`src/rtl/fg_alpha_bg_select.sv`:
```
module fg_alpha_bg_select #(
  parameter int AW  = 8,
  parameter int CW  = 10,
  parameter int NCH = 3
) (
  input  logic                       clk,
  input  logic                       rst_n,
  input  logic                       cfg_we,
  input  logic [$clog2(NCH+1)-1:0]   cfg_sel,
  input  logic [31:0]                cfg_wdata,
  input  logic                       ctx_load,
  input  logic [NCH-1:0]             win_act,
  input  logic [AW-1:0]              pix_alpha,
  input  logic [NCH*3*CW-1:0]        pix_in,
  output logic [AW-1:0]              alpha_out,
  output logic [NCH*3*CW-1:0]        col_out,
  output logic [2:0]                 swap_code,
  output logic                       ovl_mode,
  output logic                       vid_alpha_sel
);
  localparam int PW = 3 * CW;
  localparam int SW = $clog2(NCH + 1);
  localparam logic [31:0] CTL_RST = 32'hFF00_0088;

  logic [31:0]       ctl_sh, ctl_act, ctl_nx;
  logic [NCH*PW-1:0] bg_act_flat;
  logic [AW-1:0]     alpha_q;
  logic [NCH*PW-1:0] col_q;

  assign ctl_nx = (cfg_we && cfg_sel == '0) ? cfg_wdata : ctl_sh;

  always_ff @(posedge clk) begin
    if (!rst_n) begin
      ctl_sh  <= CTL_RST;
      ctl_act <= CTL_RST;
    end else begin
      ctl_sh <= ctl_nx;
      if (ctx_load) ctl_act <= ctl_nx;
    end
  end

  for (genvar g = 0; g < NCH; g++) begin : g_ch
    logic [PW-1:0] bg_sh, bg_act, bg_nx;
    assign bg_nx = (cfg_we && cfg_sel == SW'(g + 1)) ? cfg_wdata[PW-1:0] : bg_sh;
    always_ff @(posedge clk) begin
      if (!rst_n) begin
        bg_sh  <= '0;
        bg_act <= '0;
        col_q[g*PW +: PW] <= '0;
      end else begin
        bg_sh <= bg_nx;
        if (ctx_load) bg_act <= bg_nx;
        col_q[g*PW +: PW] <= win_act[g] ? pix_in[g*PW +: PW] : bg_act;
      end
    end
    assign bg_act_flat[g*PW +: PW] = bg_act;
  end

  wire [AW-1:0] glb_alpha = ctl_act[31 -: AW];
  wire          use_pix   = ctl_act[10];

  always_ff @(posedge clk) begin
    if (!rst_n)          alpha_q <= '0;
    else if (!win_act[0]) alpha_q <= '0;
    else                 alpha_q <= use_pix ? pix_alpha : glb_alpha;
  end

  assign alpha_out     = alpha_q;
  assign col_out       = col_q;
  assign swap_code     = ctl_act[14:12];
  assign ovl_mode      = ctl_act[3];
  assign vid_alpha_sel = ctl_act[7];

  logic unused_ctl;
  assign unused_ctl = ^{ctl_act[31-AW:15], ctl_act[11], ctl_act[9:8], ctl_act[6:4], ctl_act[2:0]};
endmodule

```
`config.mk`:
```
export PLATFORM = sky130hd
export DESIGN_NAME = fg_alpha_bg_select
export DESIGN_NICKNAME = d
export VERILOG_FILES = /design/src/rtl/fg_alpha_bg_select.sv
export SDC_FILE = /design/constraint.sdc
export NUM_CORES = 1
export LEC_CHECK = 0
export BUFFER_PORTS_ARGS = -buffer_cell sky130_fd_sc_hd__buf_2
export CAP_MARGIN = 25
export CORE_MARGIN = 5
export CORE_UTILIZATION = 35
export CTS_CLUSTER_DIAMETER = 80
export DETAILED_ROUTE_END_ITERATION = 8
export GPL_TIMING_DRIVEN = 0
export PLACE_DENSITY = 0.65
export SYNTH_ARGS = -nofsm -noshare
export SYNTH_HDL_FRONTEND = slang
export SYNTH_SLANG_ARGS = --single-unit
```
`constraint.sdc`:
```
create_clock -name clk -period 1.33 [get_ports clk]
set_clock_uncertainty 0.05 [all_clocks]
set_input_delay 0.1995 -clock clk [delete_from_list [all_inputs] [get_ports clk]]
set_output_delay 0.1995 -clock clk [all_outputs]
set_load 0.005 [all_outputs]
```
==> results.ini <==
[status]
status=complete, no violations

[clock_network]
cts_max_level=2
clkSinkCount=306
cts_tree=yes
clockRootBuffer=clkbuf_16
path_clk_slew_ns=0.06
cts_buffer_depth=3
clock_latency_ns=0.50
cts_buffers=34

[detailed_routing]
firstDrtPassIters=4
postRouteAntennaNets=0
first_iter_violations=427
drcViolationCount=0
wl_per_cell_um=18.27
wl_mm=33.06
vias_per_cell=4.719
vias=8536

[logic_synthesis]
synth.most_common_cell=dfxtp_1
synth_common_cells=306 x dfxtp_1, 192 x mux2i_1, 184 x nor2b_1
syn-num-nets=1157
syn_inst=1018
mappedNetlistArea_mm2=0.01084
postSynthAreaPerCell_um2=10.65
synth-edff-count=0
synth_top_area_cell=dfxtp_1
synth_seq_area_share=0.5651
yosys-top-cells-area=dfxtp_1 57%, mux2i_1 18%, nor2b_1 11%, a21oi_1 4.3%, o21ai_0 4.3%
synth.distinct_cells=17
synth_top_area_share=0.5651
synth-async-reset-ratio=0
ys_seq_elements=306
yosysWarnings=0
synth_flop_cell=dfxtp_1

[floorplan]
floorplan.initialDensity=0.3544
die-height_um=186.0
std_cell_rows=64
die_area_mm2=0.03459
die_x_um=186.0
core_area_mm2=0.03059
io_pins=242

[finish]
drive_gt1_frac=0.2252
fin_nets=1531
finalNonFillerCells=1809
seq_area_mm2=0.006130
multi_input_area_mm2=0.004345
fillers=2835
area_delta_synth_final_pct=35.64

[worst_setup_path]
crit_slowest_cell=dfxtp_2
path_buf_inv=2
startpoint_type=flop
end_kind=output pin
required_ns=1.08
cp_top_family=flip-flops
slowest_delay_ns=0.33
worstPathMaxFanout=2
crit_arrival_ns=1.05
path_cells=buf_4, buf_6
worstSetupPathType=reg -> out

[timing]
finalCritPeriodShare=0.9785
max_freq_mhz=768.4
drv_slew=0
max_slew_margin=0.4290
tightest_slew_ns=0.8528
final.setup.tns_ns=0
rsz0062_at_grt=yes
fin_crit_ns=1.301
hold_viol_final=0
setup_violations=0

[placed_design]
gp_congestion=0.7778
io_buffer_count=236
dp.final_hpwl_mm=23.53
dp.cells=1650

[power]
peakVddDrop_v=0.0009616
p_leak_nw=6.788
power_density_mw_per_mm2=1457

[global_routing]
grt_pass1_wl_mm=49.85
grt_usage=0.1871
grt_start_max_net_pins=13
gr-total-overflow=0
use_met2=0.3235
grt_busiest_layer=met2
gr-usage-met3=0.03713
grtUsageMet1=0.2399
antenna_found_initial=4
grt_pass1_vias=8761

[worst_hold_path]
hold_class=in -> reg

[run]
drv_cap=0

[cell type report]
| cell class | count | share of cell area |
|---|---|---|
| well taps | 396 | 0.03370 |
| flip-flops and latches | 306 | 0.4169 |
| plain buffers | 80 | 0.02400 |
| multi-input cells | 629 | 0.2955 |
| clock buffers | 49 | 0.06722 |
| diodes | 1 | 0.0001702 |
| repair buffers | 341 | 0.1531 |
| clock inverters | 7 | 0.009445 |
[per-stage QoR]
step | hold WS, ns | utilization | setup WS [ns] | total power [W] | area (µm²)
3_3_place_gp | 0.3833 | 0.4092 | -0.4087 | 0.01180 | 12520
5_1_grt | 0.005315 | 0.4806 | -0.007109 | 0.02225 | 14700
6_report | 0.01450 | 0.4807 | 0.02856 | 0.02142 | 14700
2_1_floorplan | 0.2914 | - | 0.1064 | 0.01099 | 10840
3_5_place_dp | 0.3914 | 0.4092 | -0.4475 | 0.01184 | 12520
4_1_cts | 0.001810 | 0.4803 | 0.005390 | 0.02163 | 14690
[repair_timing]
item | CTS | global route
buffers inserted | 0 | 0
hold buffers | 105 | 0
hold endpoints to repair | 114 | 0
endpoints found under the setup margin | 3 | 12
pin swaps | 0 | 0
gates resized for setup | 1 | 10
gates cloned | 0 | 0
[flip-flops by register name, summed over array words and instances (netlist names)]
signal       count
ctl_sh          14
ctl_act         14
g_ch.bg_sh      90
alpha_out        8
g_ch.bg_act     90
col_out         90
[worst min-delay path, stage by stage]
cell     delay, ns
buf_2         0.15
nand2_1       0.09
nand3_1       0.07
[worst paths after layout]
check / startpoint / endpoint / slack (ns) / depth (start not counted)
min: cfg_wdata[27] / ctl_sh[27] / 0.01 / 3
min reg2reg: ctl_sh[28] / ctl_sh[28] / 0.42 / 2
max: ctl_act[13] / swap_code[1] / 0.03 / 2
max reg2reg: ctl_act[10] / alpha_out[5] / 0.13 / 2
[cells by family (layout without fill, tap and decap cells)]
kind of cell    count (synthesis)  count (layout)  share of synthesized area
mux                           192             192                     0.1773
buf+inv                        83             477                    0.03405
flops                         306             306                     0.5651
other cells                     0               1                          0
simple gates                  239             239                     0.1287
compound gates                198             198                    0.09487
[report_power, final]
| part | internal [W] | switching [W] | total (W) | leakage (nW) |
|---|---|---|---|---|
| combinational | 0.00100 | 0.00105 | 0.00205 | 3.72 |
| sequential | 0.00964 | 0.000194 | 0.00984 | 2.51 |
| clock | 0.00592 | 0.00362 | 0.00953 | 0.553 |
| total | 0.0166 | 0.00486 | 0.0214 | 6.79 |
[per-layer routing]
layer	vias to the layer above	share of wire
li1	4206	-
met4	6	0.023
met5	-	0.0010
met2	226	0.48
met3	62	0.059
met1	4036	0.44
[cells in the final DEF (no fill, tap or decap)]
cell type,synthesis,final
buf_4,8,6
nor2_1,18,18
clkbuf_2,0,2
buf_1,1,2
clkbuf_8,0,6
diode_2,0,1
or3b_1,1,1
inv_6,0,1
nand2_1,21,21
buf_2,22,255
nand3_1,11,11
nor2b_1,184,184
buf_6,0,3
clkbuf_16,0,35
bufinv_16,0,4
and2_1,1,1
clkinv_2,0,2
dlygate4sd3_1,0,105
a21oi_1,94,94
a32oi_1,10,10
o21ai_0,94,94
nor3b_2,1,1
dfxtp_2,0,3
nand3b_1,2,2
dfxtp_1,306,303
mux2i_1,192,192
clkbuf_1,52,56
(Power assumes the default switching activity.)
